### src/rtl/hcfg_pkg.sv
package hcfg_pkg;
  localparam int unsigned BIT_HRST  = 0;
  localparam int unsigned BIT_VALID = 1;
  localparam int unsigned BIT_LOCK  = 2;
  localparam int unsigned BIT_EVTEN = 3;
  localparam int unsigned CTL_BITS  = 4;
endpackage

### src/rtl/hcfg_ctl_reg.sv
module hcfg_ctl_reg
  import hcfg_pkg::*;
(
  input  logic                clk,
  input  logic                cold_rst,
  input  logic                warm_rst,
  input  logic                ctl_we,
  input  logic [CTL_BITS-1:0] ctl_wd,
  input  logic                hi_we,
  output logic                rst_bit,
  output logic                valid,
  output logic                lock,
  output logic                evt_en
);

  always_ff @(posedge clk) begin
    if (cold_rst) begin
      rst_bit <= 1'b0;
      valid   <= 1'b0;
      lock    <= 1'b0;
      evt_en  <= 1'b0;
    end else if (warm_rst) begin
      rst_bit <= 1'b0;
      valid   <= 1'b0;
      evt_en  <= 1'b0;
    end else begin
      if (ctl_we) begin
        rst_bit <= ctl_wd[BIT_HRST];
        evt_en  <= ctl_wd[BIT_EVTEN];
        if (ctl_wd[BIT_LOCK]) lock <= 1'b1;
        if (ctl_wd[BIT_VALID] && !lock) valid <= 1'b0;
      end
      if (hi_we && !lock) valid <= 1'b1;
    end
  end

  AST_LOCK_STICKY: assert property (@(posedge clk) disable iff (cold_rst)
    lock |=> lock);
  AST_VALID_FROZEN: assert property (@(posedge clk) disable iff (cold_rst || warm_rst)
    lock |=> $stable(valid));
  AST_HI_SETS_VALID: assert property (@(posedge clk) disable iff (cold_rst || warm_rst)
    (hi_we && !lock) |=> valid);

endmodule

### src/rtl/hcfg_base_reg.sv
module hcfg_base_reg #(
  parameter int ADDR_W = 16,
  parameter int DATA_W = 8,
  parameter int SEL_W  = 2
) (
  input  logic              clk,
  input  logic              cold_rst,
  input  logic              we,
  input  logic [SEL_W-1:0]  sel,
  input  logic [DATA_W-1:0] wd,
  input  logic              lock,
  output logic [ADDR_W-1:0] base,
  output logic              hi_we
);
  localparam int NBYTES = ADDR_W / DATA_W;
  localparam logic [SEL_W-1:0] HI_SEL = SEL_W'(NBYTES);

  for (genvar g = 0; g < NBYTES; g++) begin : g_byte
    localparam logic [SEL_W-1:0] MY_SEL = SEL_W'(g + 1);
    always_ff @(posedge clk) begin
      if (cold_rst)
        base[g*DATA_W +: DATA_W] <= '0;
      else if (we && !lock && sel == MY_SEL)
        base[g*DATA_W +: DATA_W] <= wd;
    end
  end

  assign hi_we = we && (sel == HI_SEL);

  AST_ADDR_FROZEN: assert property (@(posedge clk) disable iff (cold_rst)
    lock |=> $stable(base));

endmodule

### src/rtl/hcfg_pnp_snap.sv
module hcfg_pnp_snap #(
  parameter int ADDR_W = 16
) (
  input  logic              clk,
  input  logic              rst,
  input  logic              start,
  input  logic              stop,
  input  logic [ADDR_W-1:0] base,
  input  logic              valid,
  output logic [ADDR_W-1:0] eff_addr,
  output logic              eff_ok
);
  logic              active;
  logic              snap_ok;
  logic [ADDR_W-1:0] snap;

  always_ff @(posedge clk) begin
    if (rst) begin
      active  <= 1'b0;
      snap_ok <= 1'b0;
      snap    <= '0;
    end else if (active) begin
      if (stop) active <= 1'b0;
    end else if (start) begin
      active  <= 1'b1;
      snap    <= base;
      snap_ok <= valid;
    end
  end

  assign eff_ok   = active && snap_ok;
  assign eff_addr = eff_ok ? snap : '0;

  AST_SNAP_HELD: assert property (@(posedge clk) disable iff (rst)
    (active && !stop) |=> $stable(eff_addr));
  AST_RESTART_IGNORED: assert property (@(posedge clk) disable iff (rst)
    (active && start && !stop) |=> $stable(eff_ok));

endmodule

### src/rtl/hcfg_ctrl.sv
module hcfg_ctrl
  import hcfg_pkg::*;
#(
  parameter int ADDR_W = 16,
  parameter int DATA_W = 8
) (
  input  logic                      clk,
  input  logic                      cold_rst,
  input  logic                      warm_rst,
  input  logic                      wr_en,
  input  logic [$clog2(ADDR_W/DATA_W+1)-1:0] wr_sel,
  input  logic [DATA_W-1:0]         wr_data,
  output logic [DATA_W-1:0]         ctl_q,
  output logic [ADDR_W-1:0]         base_q,
  output logic                      host_rst_n,
  input  logic                      pwroff_evt,
  output logic                      pwroff_out,
  input  logic                      pnp_start,
  input  logic                      pnp_end,
  output logic [ADDR_W-1:0]         pnp_addr,
  output logic                      pnp_addr_ok
);
  localparam int NBYTES = ADDR_W / DATA_W;
  localparam int SEL_W  = $clog2(NBYTES + 1);

  logic rst_bit, valid, lock, evt_en, hi_we, ctl_we;

  assign ctl_we = wr_en && (wr_sel == '0);

  hcfg_ctl_reg u_ctl (
    .clk      (clk),
    .cold_rst (cold_rst),
    .warm_rst (warm_rst),
    .ctl_we   (ctl_we),
    .ctl_wd   (wr_data[CTL_BITS-1:0]),
    .hi_we    (hi_we),
    .rst_bit  (rst_bit),
    .valid    (valid),
    .lock     (lock),
    .evt_en   (evt_en)
  );

  hcfg_base_reg #(.ADDR_W(ADDR_W), .DATA_W(DATA_W), .SEL_W(SEL_W)) u_base (
    .clk      (clk),
    .cold_rst (cold_rst),
    .we       (wr_en),
    .sel      (wr_sel),
    .wd       (wr_data),
    .lock     (lock),
    .base     (base_q),
    .hi_we    (hi_we)
  );

  hcfg_pnp_snap #(.ADDR_W(ADDR_W)) u_snap (
    .clk      (clk),
    .rst      (cold_rst || warm_rst),
    .start    (pnp_start),
    .stop     (pnp_end),
    .base     (base_q),
    .valid    (valid),
    .eff_addr (pnp_addr),
    .eff_ok   (pnp_addr_ok)
  );

  always_ff @(posedge clk) begin
    if (cold_rst || warm_rst) pwroff_out <= 1'b0;
    else                      pwroff_out <= pwroff_evt && evt_en;
  end

  always_comb begin
    ctl_q            = '0;
    ctl_q[BIT_HRST]  = rst_bit;
    ctl_q[BIT_VALID] = valid;
    ctl_q[BIT_LOCK]  = lock;
    ctl_q[BIT_EVTEN] = evt_en;
  end

  assign host_rst_n = !rst_bit;

  AST_EVT_BLOCKED: assert property (@(posedge clk) disable iff (cold_rst || warm_rst)
    !evt_en |=> !pwroff_out);

endmodule

### config.mk
export PLATFORM = sky130hd
export DESIGN_NAME = hcfg_ctrl
export DESIGN_NICKNAME = d
export VERILOG_FILES = /design/src/rtl/hcfg_pkg.sv /design/src/rtl/hcfg_ctl_reg.sv /design/src/rtl/hcfg_base_reg.sv /design/src/rtl/hcfg_pnp_snap.sv /design/src/rtl/hcfg_ctrl.sv
export SDC_FILE = /design/constraint.sdc
export NUM_CORES = 1
export LEC_CHECK = 0
export BUFFER_PORTS_ARGS = -buffer_cell sky130_fd_sc_hd__buf_2
export CORE_MARGIN = 2
export CORE_UTILIZATION = 44
export DETAILED_ROUTE_END_ITERATION = 8
export PLACE_DENSITY = 0.82
export SETUP_SLACK_MARGIN = 0.3
export SYNTH_ARGS = -nofsm -noshare
export SYNTH_HDL_FRONTEND = slang
export SYNTH_SLANG_ARGS = --single-unit
### constraint.sdc
create_clock -name clk -period 1.1 [get_ports clk]
set_input_delay 0.055 -clock clk [delete_from_list [all_inputs] [get_ports clk]]
set_output_delay 0.055 -clock clk [all_outputs]
set_load 0.005 [all_outputs]
# After elaboration in Yosys (flattened, before gate mapping)
# Index checks and enable logic that the tools add are counted.
# Widths: inputs -> output; s select.
# word_totals
inputBits	17
output_inout_bits	43
reg_bits	39
elab_cells	40
# op_classes
n_mux	7
n_eq_ne	2
bitwise	2
n_reduce_logical	19
# op_table
operator	n
$mux 16	1
$logic_and 1x1->1	9
$mux 1	6
$reduce_and 2->1	2
$reduce_bool 2->1	2
$reduce_and 3->1	1
$eq 2x1->1 const B	1
$eq 2x2->1 const B	1
$logic_not 1->1	2
$logic_not 2->1	1
$not 1->1	2
$reduce_or 2->1	1
$logic_or 1x1->1	1

# Longest topological paths before layout
# Gate-level depths: netlist of run 1.
# logic_depth
ltp_word	5
ltp_mapped	6
ltp_nobuf	3

# Modules after synthesis
# Synthesis of run 1 repeated with hierarchy kept, for this count alone.
# hier_totals
hier_cells	189
area_unflattened_um2	1938.1
# modules_own_cells
mod	cells_per_inst	instances	area_per_inst_um2
hcfg_pnp_snap	98	1	974.7
hcfg_base_reg	63	1	690.7
hcfg_ctl_reg	14	1	158.9
hcfg_ctrl	14	1	113.9

# Worst setup path after synthesis of run 1
# Ideal clock, no wire load.
# synth_timing
path_kind	reg2reg
start	reg u_ctl.lock
end	reg u_base.base[0]
n_path_buf	1
setup_ns	0.128
slack_ns	0.045
required_time_ns	0.972
path_stages_with_launch	5
arrival_time_ns	0.927
synth_period_minus_slack_ns	1.055
cell_sequence	dfxtp_1 > and4bb_1 > buf_6 > mux2i_1 > nor2_1
# synth_via
elab_chain_cells	3
# synth_lines
item	line_no	text
from (decl)	hcfg_ctl_reg.sv:12	output logic lock,
from (signal assigned)	hcfg_ctl_reg.sv:20	lock <= 1'b0;
from (signal assigned)	hcfg_ctl_reg.sv:30	if (ctl_wd[BIT_LOCK]) lock <= 1'b1;
$logic_not 1->1	hcfg_base_reg.sv:23	else if (we && !lock && sel == MY_SEL)
$logic_and 1x1->1 (2 in a row)	hcfg_base_reg.sv:23	
to (signal, indexed assignment)	hcfg_base_reg.sv:24	base[g*DATA_W +: DATA_W] <= wd;
to (decl)	hcfg_base_reg.sv:12	output logic [ADDR_W-1:0] base,
# No other way between the ends.
# A chain may end at the register's enable or synchronous reset.

# Final worst setup path of run 1
# layout_timing
start	reg u_snap.active
end	reg u_snap.snap[8]
# layout_via
elab_chain_cells	2
# layout_lines
item	line_no	text
from (decl)	hcfg_pnp_snap.sv:13	logic active;
from (signal assigned)	hcfg_pnp_snap.sv:19	active <= 1'b0;
from (signal assigned)	hcfg_pnp_snap.sv:23	if (stop) active <= 1'b0;
from (signal assigned)	hcfg_pnp_snap.sv:25	active <= 1'b1;
$not 1->1 (no line)	n/a	
$reduce_and 2->1 (no line)	n/a	
to (signal assigned)	hcfg_pnp_snap.sv:26	snap <= base;
to (decl)	hcfg_pnp_snap.sv:15	logic [ADDR_W-1:0] snap;
# No other way between the ends.

==> run summary, run 1 <==
The H-tree was split into 2 levels. TritonCTS built the clock tree. The number of antenna violations at the first check in global routing came out at 0. The worst setup path is captured at a register. The clock network is responsible for a little under a third of the overall power. After routing the design area is approximately 0.0028 mm². Among all stages on the critical path, the largest delay is contributed by dfxtp_4.

The count of buffers from port buffering came out at 55. The post-route clock skew is between 2 and 3 ps. The internal portion of the total power is about 2.1 mW. The final count of pins violating max slew came out at 0. The hold violation total from the final report came out at 0.

The hold-critical path depth is 3. The final reports fail on setup timing. The leading cell type in the layout, fill and taps excluded is buf_2. The highest ir drop seen on vdd is roughly 940 µV. The number of maximum-capacitance violations came out at 0. The kind of critical path is reg2reg. The synthesized netlist occupies a cell area of between 0.0015 and 0.002 mm². The flop-to-flop setup slack is -70 ps. The setup slack after placement came out at -44.1 ps.

The core occupancy in the finished layout is roughly three quarters. The signal on the critical path passes through buf_6, nor2b_4, buf_6, buf_16, nand2_4, a21oi_2. The number of library cell types mapped by synthesis is 23. The number of warnings issued by yosys is 0. The final critical-path setup slack came out at -74.6 ps. The die is 66.1 µm tall. The initial cell density of the core came out at 46.0%. The run finished, with violations left. The mean instance size in the synthesized netlist is approximately 9 µm². The die is about 66 µm wide. Global routing consumed, over all layers together, 24.4% of the routing resources. The endpoint identified for the worst register-to-register timing path is u_snap.snap[8]$_SDFFE_PP0P_. The number of clock sinks seen by CTS is 39. For this run, the number of standard cells in the final layout without fillers is 320.

The routed length per instance is about 17 µm. The maximum clock frequency is between 800 and 900 MHz. The half-perimeter wire length after detailed placement is 2.73 mm. In this run, the number of DRC markers left after iteration 0 of detailed routing was about 80.

The proportion of power drawn by combinational gates came out at between 10% and 20%. In this design, the stage delay of the slowest critical-path cell is ~370 ps. After floorplanning, the core was sized to cover 0.00369 mm². The number of nets in the final layout came out at 290. Summed over all cells, the static leakage comes to between 1 and 1.5 nW. The number of rows created at floorplan is 22. The total overflow reported by the global router came out at 0. The number of global-route vias before repair was 1,619. The launching element type of the critical path is a register. Using the TritonRoute via totals, the vias-per-cell ratio works out to 5.25.

The post-route antenna net violation count came out at 0. The buffer depth of the longest clock path is 2. The routed wire length is approximately 5.5 mm. The total iterations of the first detailed-routing run is 4.

Setup repair after global routing could not meet its margin everywhere. The startpoint identified for the worst hold timing path is wr_data[4]. The clock period minus final worst setup slack is roughly 1200 ps. The switching share of power came out at roughly a quarter.

Of all nets on the critical path, the largest fanout is 8. In the final layout, the share of cells above drive strength 1 is about two thirds. The filler cells instantiated in the layout total roughly 270. The worst hold path terminates at u_base.base[12]$_SDFFE_PP0P_.

The number of setup violations in the final report came out at 47. The worst register-to-register path begins at u_snap.active$_SDFF_PP0_. Leaving out fill and tap cells, the most frequent cells in the layout are buf_2, buf_6, nand2_1. The post-layout total power is 2.78 mW. The required time of the worst setup path is between 1000 and 1500 ps. The arrival time of the worst setup path came out at 1400 ps. The worst hold path belongs to the class in2reg. The first-pass GRT wire length is about 8 mm. The proportion of power drawn by flip-flops and latches is around 53%. At the later pin of the worst-skew pair, clock insertion delay measures 290 ps. The placer congestion estimate came out at between 0.7 and 0.8. In this run the power spent charging and discharging nets is about 0.70 mW. The share of the yosys chip area belonging to registers came out at a little under half. The antenna cell count came out at 0. The power density over cell area came out at approximately 1000 mW/mm². The most frequent cell on the critical path is buf_6. The floorplan step defined a die boundary enclosing between 0.004 and 0.005 mm². The worst register-to-register path has a depth of 6.

The synthesized instance count came out at around 190. The portion of the clock cycle consumed by the worst path in the final layout is 107%. Entering global routing, the biggest net connects 23 pins. Summing all placed instances gives a cell area of 0.00201 mm². The number of storage elements in the synthesis netlist is 39.

The total I/O pin count is 60. The remaining design rule violation count is 0. The number of placed instances with taps included came out at ~280. The post-CTS clock slew at the launch and capture registers of the worst setup and hold paths is 70 ps. The count of vias placed by the detailed router came out at roughly 1,700. The total clock buffers created by CTS is 5.

The layout overhead on the synthesized area is 62.1%. The tree is rooted in a clkbuf_8.
[layer usage]
layer	vias up	track usage [%]	wire, µm
met5	-	0	0
met4	0	11.5	155
met3	15	6.81	353
met2	72	43.9	2930
met1	815	26.0	2080
li1	778	-	-
[cell usage after synthesis, drive strengths merged]
library cell,instances,area [µm²]
nand2,51,191
dfxtp,39,781
a21oi,27,195
buf,19,155
and3,16,100
nor2,13,48.8
mux2i,10,100
clkbuf,3,12.5
and4bb,2,25.0
inv,2,7.51
nand2b,2,12.5
nand4bb,2,22.5
a31oi,1,6.26
and2,1,6.26
conb,1,3.75
nor2b,1,8.76
nor3b,1,12.5
or2,1,8.76
[registers in the layout (all words and copies together) (netlist names)]
signal	count
u_ctl.valid	1
pwroff_out	1
u_ctl.rst_bit	1
u_snap.snap_ok	1
u_ctl.evt_en	1
u_ctl.lock	1
u_snap.active	1
u_base.base	16
u_snap.snap	16
[per-stage QoR]
step                      setup TNS [ps]  hold slack (ps)
after global routing               -3450             32.9
after CTS                           -777             15.6
after floorplan                        0              176
after global placement                 0              279
after detailed placement            -136              281
final                              -1710             33.6
[cell families after synthesis]
logic type	Yosys count	share of synthesized area, %
AO/OA/AOI/OAI	28	11.9
AND/OR/NAND/NOR	90	25.7
flip-flops	39	46.0
multiplexers	10	5.90
other	1	0.221
buffers and inverters	24	10.3
[power groups by stage]
| stage | Sequential (mW) | Clock (mW) | Combinational (mW) |
|---|---|---|---|
| CTS | 1.46 | 0.870 | 0.385 |
| detailed placement | 1.50 | 0 | 0.247 |
| global placement | 1.50 | 0 | 0.242 |
| floorplan | 1.49 | 0 | 0.191 |
| global route | 1.46 | 0.953 | 0.460 |
| finish | 1.46 | 0.884 | 0.435 |
[worst max-delay path by stage]
stage	startpoint	end	slack, ps	cells after the start
CTS	u_ctl.lock$_SDFFE_PP0P_	u_base.base[6]$_SDFFE_PP0P_	-40	4
finish	u_snap.active$_SDFF_PP0_	u_snap.snap[8]$_SDFFE_PP0P_	-70	6
global route	u_snap.active$_SDFF_PP0_	u_snap.snap[8]$_SDFFE_PP0P_	-120	6
global placement	u_ctl.lock$_SDFFE_PP0P_	u_base.base[5]$_SDFFE_PP0P_	20	4
detailed placement	u_ctl.lock$_SDFFE_PP0P_	u_base.base[6]$_SDFFE_PP0P_	-40	4
floorplan	u_ctl.lock$_SDFFE_PP0P_	u_base.base[0]$_SDFFE_PP0P_	50	4
[layout make-up]
type	count	area [µm²]	area share (%)
clock buffer	6	72.6	2.64
inverter	2	7.51	0.273
multi-input combinational	135	992	36.0
sequential	39	823	29.9
tap	48	60.1	2.18
timing repair buffer	90	797	29.0
[critical path: cells and delay by family (launching register included)]
kind	cells	cell delay [ps]
AO/OA/AOI/OAI	1	140
AND/OR/NAND/NOR	2	200
buffers and inverters	3	390
flip-flops	1	370
[what timing repair did]
action | 4_1_cts | 5_1_grt
setup endpoints to repair | 73 | 74
hold endpoints to repair | 1 | 0
pin swaps | 23 | 13
gates resized for setup | 58 | 41
cloned | 4 | 2
hold buffers | 1 | 0
setup buffers | 21 | 4
Power figures use the tool's default switching activity.
==> inputs of run 2 (changes only) <==
--- a/config.mk
+++ b/config.mk
@@ -11,6 +11,8 @@
 export DETAILED_ROUTE_END_ITERATION = 8
 export PLACE_DENSITY = 0.82
 export SETUP_SLACK_MARGIN = 0.3
+export SLEW_MARGIN = 10
 export SYNTH_ARGS = -nofsm -noshare
 export SYNTH_HDL_FRONTEND = slang
 export SYNTH_SLANG_ARGS = --single-unit
+export TNS_END_PERCENT = 20
==> run summary, run 2 (synthesis results as in run 1) <==
The standby leakage power came out at 1.02 nW (-15%). The design internal power came to 2.31 mW (+11%). The overall die area came to 0.00437 mm² (unchanged). Counting stages on the worst path, the most repeated cell is buf_6. The number of design-rule violations left by the first detailed-router iteration was 41 (-48%). The first-pass GRT wire length came to 6.33 mm (-19%).

The total iterations of the first detailed-routing run is 4 (unchanged). The leading cell type in the layout, fill and taps excluded is buf_2. The kind of critical path is reg2out. The CTS tree is done. The antenna cell count is 0 (unchanged). The core occupancy in the finished layout is 66.5% (-8.1 points). The count of buffers from port buffering is 55 (unchanged). The placeable core area is 0.00369 mm² (unchanged). The largest registers in the layout are u_base.base: 16 flops, u_snap.snap: 16 flops.

The final reports fail on setup timing. Setup repair after global routing could not meet its margin everywhere. The source-to-sink clock delay at the later pin of the worst-skew pair is 290 ps (about the same). The routed length per instance came out at 14.2 µm (-18%). The number of maximum-capacitance violations came out at 0 (unchanged). The arrival time of the worst setup path was 1080 ps (-320 ps). The die span in y is 66.1 µm (unchanged). The flow ran to the end, but the final reports show violations. The highest ir drop seen on vdd came out at 630 µV (-33%).

The power density over cell area is 1220 mW/mm² (+21%). The total clock buffers created by CTS was 5 (unchanged). The number of clock sinks seen by CTS came out at 39 (unchanged). The number of rows created at floorplan came out at 22 (unchanged). The initial cell density of the core came out at 46.0% (unchanged).

The portion of the clock cycle consumed by the worst path in the final layout is 103% (-3.5 points). The total overflow reported by the global router was 0 (unchanged). STA classifies the critical path startpoint as a register. The switching share of power is 22.9% (-2.4 points). The remaining design rule violation count came to 0 (unchanged).

The via-per-instance ratio came out at 4.87 (-7.2%). The cell sitting at the root of the clock tree is a clkbuf_8. The buffer depth of the longest clock path came out at 2 (unchanged).

The number of setup violations in the final report is 25 (-47%). The relative contribution of the clock network to total power came out at 41.1% (+9.3 points). Walking the worst path, the cells encountered are buf_6, and3_4, buf_6. The sum of negative setup slack is -542 ps (+1170 ps). The required time of the worst setup path came out at 1040 ps (-280 ps). The number of nets in the final layout came out at 267 (-7.9%).

The half-perimeter wire length after detailed placement was 2.82 mm (+3.2%). The number of placed instances with taps included was 284 (+0.71%). The total I/O pin count came out at 60 (unchanged). The number of standard cells in the final layout excluding fillers came to 299 (-6.6%). The fill cell total of the finished layout came out at 275 (+0.73%). The layout overhead on the synthesized area came out at 44.4%. The peak fanout along the critical path came out at 5 (-3). The post-route antenna net violation count came out at 0 (unchanged). The proportion of power drawn by flip-flops and latches came out at 48.9% (-3.6 points). The maximum clock frequency was 880 MHz (+3.4%).

The delay of the slowest cell on the worst path is 400 ps (+30 ps). The library cells used most frequently in the layout, excluding fill and tap cells, are buf_2, nand2_1, buf_6. The post-route clock skew is 5.08 ps (+2.16 ps). The number of global-route vias before repair is 1,296 (-20%). The proportion of power drawn by combinational gates is 10.0% (-5.7 points).

The placer congestion estimate came to 0.795 (+8.8%). The post-CTS clock slew at the launch and capture registers of the worst setup and hold paths is 70 ps (about the same). The path class of the tightest hold or removal check is in2reg. The pin count of the biggest net entering global routing was 23 (unchanged). The hold violation total from the final report was 0 (unchanged). The final critical-path setup slack is -36.0 ps (+38.6 ps). The total number of H-tree levels came out at 2 (unchanged). The capturing element type of the critical path is an output port. The number of antenna violations at the first check in global routing came out at 0 (unchanged). The clock period minus final worst setup slack came to 1140 ps (-38.6 ps). The net switching power came out at 0.685 mW (-2.4%). The fraction of layout instances using a drive strength above 1 came to 57.4% (-9.5 points).

The overall die width came out at 66.1 µm (unchanged). The count of vias placed by the detailed router is 1,457 (-13%). The routed wire length came out at 4.25 mm (-23%). The slowest stage of the critical path belongs to the cell dfxtp_4.

The total routing usage reported by global routing is 19.5% (-4.9 points). The final count of pins violating max slew came out at 0 (unchanged).
==> run 2: repair_timing <==
action	4_1_cts	5_1_grt
endpoints found under the setup margin	73	73
resized for setup	48	34
pin swaps	11	6
cloned	2	2
hold buffers	1	0
hold endpoints to repair	1	0
setup buffers	1	1
==> run 2: cell type report <==
| class | count | area, µm² | share of cell area, % |
|---|---|---|---|
| Multi-Input combinational cell | 132 | 901 | 36.7 |
| Sequential cell | 39 | 808 | 33.0 |
| Inverter | 2 | 7.51 | 0.306 |
| Clock buffer | 6 | 82.6 | 3.37 |
| Timing Repair Buffer | 70 | 558 | 22.8 |
| Tap cell | 48 | 60.1 | 2.45 |
| Clock inverter | 2 | 35.0 | 1.43 |
==> run 2: worst max-delay path: cells and delay by family, from the launching register on <==
| family | cells | cell delay (ps) |
|---|---|---|
| buffers and inverters | 2 | 210 |
| AND/OR/NAND/NOR | 1 | 180 |
| flip-flops | 1 | 400 |
==> run 2: power by group through the flow <==
| stage | registers [mW] | logic [mW] | clock network [mW] |
|---|---|---|---|
| 4_1_cts | 1.46 | 0.261 | 1.24 |
| 5_1_grt | 1.47 | 0.324 | 1.29 |
| 6_report | 1.46 | 0.300 | 1.23 |
| 2_1_floorplan | 1.49 | 0.171 | 0 |
| 3_3_place_gp | 1.50 | 0.237 | 0 |
| 3_5_place_dp | 1.50 | 0.242 | 0 |
==> run 2: stage by stage <==
step           cell area (µm²)  setup WS (ps)  hold slack, ps  total power [mW]
2_1_floorplan             1730           52.0             176              1.66
3_3_place_gp              1970           20.3             276              1.73
3_5_place_dp              1970          -24.8             294              1.74
4_1_cts                   2310          -34.9            4.11              2.96
5_1_grt                   2450          -93.1            6.95              3.08
6_report                  2450          -36.0            10.1              2.99
==> run 2: per-layer routing <==
| metal | track usage [%] | up-vias | share of wire [%] |
|---|---|---|---|
| li1 | - | 737 | - |
| met1 | 23.6 | 664 | 43 |
| met2 | 31.9 | 48 | 48 |
| met3 | 6.47 | 8 | 7.3 |
| met4 | 7.65 | 0 | 1.4 |
| met5 | 0 | - | 0 |
==> run 2: worst paths after layout <==
path / slack [ps] / to / from / cells after the start
setup reg to reg: -30 / u_base.base[1]$_SDFFE_PP0P_ / u_ctl.lock$_SDFFE_PP0P_ / 4
setup / recovery: -40 / pnp_addr[11] / u_snap.active$_SDFF_PP0_ / 3
hold / removal: 10 / u_base.base[15]$_SDFFE_PP0P_ / wr_data[7] / 3
hold reg to reg: 450 / pwroff_out$_SDFF_PP0_ / u_ctl.evt_en$_SDFFE_PP0P_ / 2
==> inputs of run 3 (changes only) <==
--- a/config.mk
+++ b/config.mk
@@ -5,11 +5,12 @@
 export SDC_FILE = /design/constraint.sdc
 export NUM_CORES = 1
 export LEC_CHECK = 0
+export ABC_AREA = 1
 export BUFFER_PORTS_ARGS = -buffer_cell sky130_fd_sc_hd__buf_2
 export CORE_MARGIN = 2
-export CORE_UTILIZATION = 44
+export CORE_UTILIZATION = 43
 export DETAILED_ROUTE_END_ITERATION = 8
-export PLACE_DENSITY = 0.82
+export PLACE_DENSITY = 0.81
 export SETUP_SLACK_MARGIN = 0.3
 export SLEW_MARGIN = 10
 export SYNTH_ARGS = -nofsm -noshare
==> run summary, run 3 <==
The highest ir drop seen on vdd is 1030 µV (+64%). The power density over cell area is 1280 mW/mm² (+4.5%). The portion of the clock cycle consumed by the worst path in the final layout was 103% (-0.45 points). The remaining design rule violation count is 0 (unchanged). The count of flip-flops with a built-in enable after synthesis is 0 (unchanged).

The total I/O pin count is 60 (unchanged). The area share of the leading cell type in the synthesized netlist came out at 48.4% (+2.5 points). In the layout the commonest cells are buf_2, nor2_1, inv_1. The number of nets in the final layout is 284 (+6.4%). The post-route antenna net violation count is 0 (unchanged). The relative contribution of the clock network to total power is 38.2% (-2.9 points). The total iterations of the first detailed-routing run came to 4 (unchanged). The buffer depth of the longest clock path is 2 (unchanged). The post-route clock skew came out at 6.82 ps (+1.74 ps). The maximum clock frequency is 884 MHz (+0.44%). The number of clock sinks seen by CTS is 39 (unchanged). The clock period minus final worst setup slack came out at 1130 ps (-4.97 ps).

The most used flip-flop cell after synthesis is dfxtp_1. The number of design-rule violations left by the first detailed-router iteration came to 94 (+130%). The number of setup violations in the final report was 14 (-44%). The share of the yosys chip area belonging to registers came out at 48.4% (+2.5 points). The required time of the worst setup path is 1040 ps (about the same).

The capturing element type of the critical path is an output port. The worst slew slack as a fraction of its limit is between 60% and 70%. The number of global-route vias before repair came out at 1,308 (+0.93%). The layout overhead on the synthesized area came out at 55.5%. The flow ran to the end, but the final reports show violations. Among all cell types in the netlist, the one instantiated most often is nor2_1. The CTS root buffer is clkbuf_8.

The number of storage elements in the synthesis netlist was 39 (unchanged). The count of buffering cells on the critical path with inverters included came out at 2 (unchanged). The placer congestion estimate came out at 0.787 (-0.89%). The synthesized instance count came out at 207 (+7.8%). The switching share of power came out at 24.9% (+2.0 points). The peak fanout along the critical path is 5 (unchanged). The kind of cell with the highest combined delay on the critical path is flip-flops. The placeable core area came out at 0.00363 mm² (-1.5%). The number of rows created at floorplan is 22 (unchanged).

The final count of pins violating max slew came out at 0 (unchanged). The proportion of power drawn by combinational gates is 14.3% (+4.3 points). The worst setup path is of the reg2out kind. Leaving out fill and tap cells, the most frequent cell in the layout is buf_2. The final critical-path setup slack is -31.0 ps (+4.97 ps). The count of vias placed by the detailed router came out at 1,562 (+7.2%). The die span in y is 65.2 µm (-1.4%). The design internal power is 2.40 mW (+4.0%). The launch instance of the worst register-to-register path is u_snap.active$_SDFF_PP0_. The via-per-instance ratio came out at 4.94 (+1.4%). TritonCTS built the clock tree. The actual transition at the worst max-transition pin is 598 ps.

The arrival time of the worst setup path came out at 1080 ps (about the same). The sum of negative setup slack came to -155 ps (+388 ps). The leading area contributor after synthesis is dfxtp_1. The overall die area came out at 0.00425 mm² (-2.7%). In this run the most critical hold path is launched from cold_rst. The delay of the slowest cell on the worst path is 360 ps (-40 ps). In this run the worst setup path begins at u_snap.active$_SDFF_PP0_. The number of maximum-capacitance violations came out at 0 (unchanged). The slowest stage of the critical path is the dfxtp_2 cell. The standby leakage power is 1.07 nW (+4.6%).

The first-pass GRT wire length is 5.98 mm (-5.5%). The total routing usage reported by global routing was 18.0% (-1.5 points). The routed wire length was 4.53 mm (+6.6%). The min-delay analysis places its worst path in the category in2reg. The initial cell density of the core came out at 44.4% (-1.7 points). The count of buffers from port buffering came out at 55 (unchanged). The number of library cell types mapped by synthesis is 23 (unchanged). The net switching power is 0.795 mW (+16%).

The post-CTS clock slew at the launch and capture registers of the worst setup and hold paths came out at 70 ps (about the same). The total clock buffers created by CTS came out at 5 (unchanged). The post-layout total power is 3.20 mW (+6.7%). The number of antenna violations at the first check in global routing came out at 0 (unchanged). The total overflow reported by the global router is 0 (unchanged). The mean instance size in the synthesized netlist came out at 7.79 µm² (-12%).

The async set-reset flop share out of synthesis is 0% (unchanged). Setup repair after global routing could not meet its margin everywhere. The pin count of the biggest net entering global routing is 35 (+52%). The flop-to-flop setup slack came out at -30 ps (about the same). The proportion of power drawn by flip-flops and latches is 47.6% (-1.3 points). The netlist area before placement was 0.00161 mm² (-5.1%). The summed area of non-filler cells in the final layout is 0.00251 mm² (+2.2%). The source-to-sink clock delay at the later pin of the worst-skew pair is 280 ps (about the same). In the post-synthesis netlist, the biggest area contributors are dfxtp_1, nor2_1, o21ai_0. The total number of H-tree levels was 2 (unchanged). In the final layout, the registers with the most flip-flops are u_base.base: 16 flops, u_snap.snap: 16 flops. The commonest cells after synthesis are nor2_1, dfxtp_1, o21ai_0. The overall die width came out at 65.2 µm (-1.4%). The routed length per instance came out at 14.3 µm (+0.84%).

The antenna cell count came out at 0 (unchanged). The half-perimeter wire length after detailed placement came out at 2.48 mm (-12%). The critical path goes through nand2_4, buf_8, nor2_2, buf_2. The number of warnings issued by yosys came out at 0 (unchanged). The total placed instance area was 0.00190 mm² (-3.7%). The hold violation total from the final report is 0 (unchanged). The fraction of layout instances using a drive strength above 1 is 57.1% (-0.28 points). The final reports fail on setup timing. The launching element type of the critical path is a register.
[run 3: cell count changes in the layout (fill, tap and decap cells not counted), sizes merged, moves of 9 or more]
| cell | change |
|---|---|
| nand2 | -43 |
| nor2 | +38 |
| o21ai | +36 |
| inv | +25 |
| and3 | -16 |
| mux2i | -10 |
| a21oi | -9 |
[run 3: cells by family after synthesis]
| group | count (synthesis) | share of synthesized area [%] |
|---|---|---|
| buf+inv | 43 | 13.5 |
| compound gates | 55 | 17.2 |
| simple gates | 69 | 20.6 |
| other cells | 1 | 0.233 |
| flops | 39 | 48.4 |
[run 3: through the flow]
| step | utilization (%) | cells | hold slack, ps | worst slack [ps] |
|---|---|---|---|---|
| 6_report | 69.0 | 316 | 14.3 | -31.0 |
| 5_1_grt | 69.0 | 316 | 29.5 | -98.9 |
| 4_1_cts | 57.0 | 313 | 3.15 | 1.02 |
| 3_5_place_dp | 52.2 | 301 | 289 | 72.8 |
| 3_3_place_gp | 52.2 | 301 | 288 | 76.0 |
| 2_1_floorplan | - | 210 | 148 | 164 |
[run 3: repair_timing]
item                                   in CTS  in global routing
gates cloned                                2                  2
setup buffers                               1                  1
setup endpoints to repair                  71                 73
resized for setup                          10                125
pin swaps                                   1                 40
endpoints found under the hold margin       1                  0
hold buffers                                1                  0
[run 3: final cells by class]
type / instances / area [µm²]
clock inverters: 2 / 35.0
inverters: 28 / 128
well taps: 48 / 60.1
repair buffers: 65 / 500
fillers: 265 / 1130
clock buffers: 6 / 82.6
flip-flops and latches: 39 / 838
multi-input cells: 128 / 862
[run 3: path summary, 6_finish.rpt]
| kind | cells past startpoint | endpoint |
|---|---|---|
| worst min register to register | 2 | u_snap.snap[1]$_SDFFE_PP0P_ |
| worst min-delay path | 2 | u_ctl.lock$_SDFFE_PP0P_ |
| worst max-delay path | 4 | pnp_addr[13] |
| worst max register to register | 6 | u_snap.snap[2]$_SDFFE_PP0P_ |
[run 3: power groups by stage]
stage | clock network [mW] | logic, mW | registers, mW
2_1_floorplan | 0 | 0.192 | 1.53
3_5_place_dp | 0 | 0.293 | 1.54
6_report | 1.22 | 0.457 | 1.52
3_3_place_gp | 0 | 0.286 | 1.54
5_1_grt | 1.30 | 0.494 | 1.53
4_1_cts | 1.21 | 0.302 | 1.51
[run 3: metal layers]
| layer | global-route usage [%] | up-vias | share of wire, % |
|---|---|---|---|
| met5 | 0 | - | 0 |
| met4 | 5.47 | 0 | 1.0 |
| met3 | 3.94 | 4 | 4.9 |
| met2 | 31.9 | 55 | 53 |
| met1 | 21.8 | 735 | 41 |
| li1 | - | 768 | - |
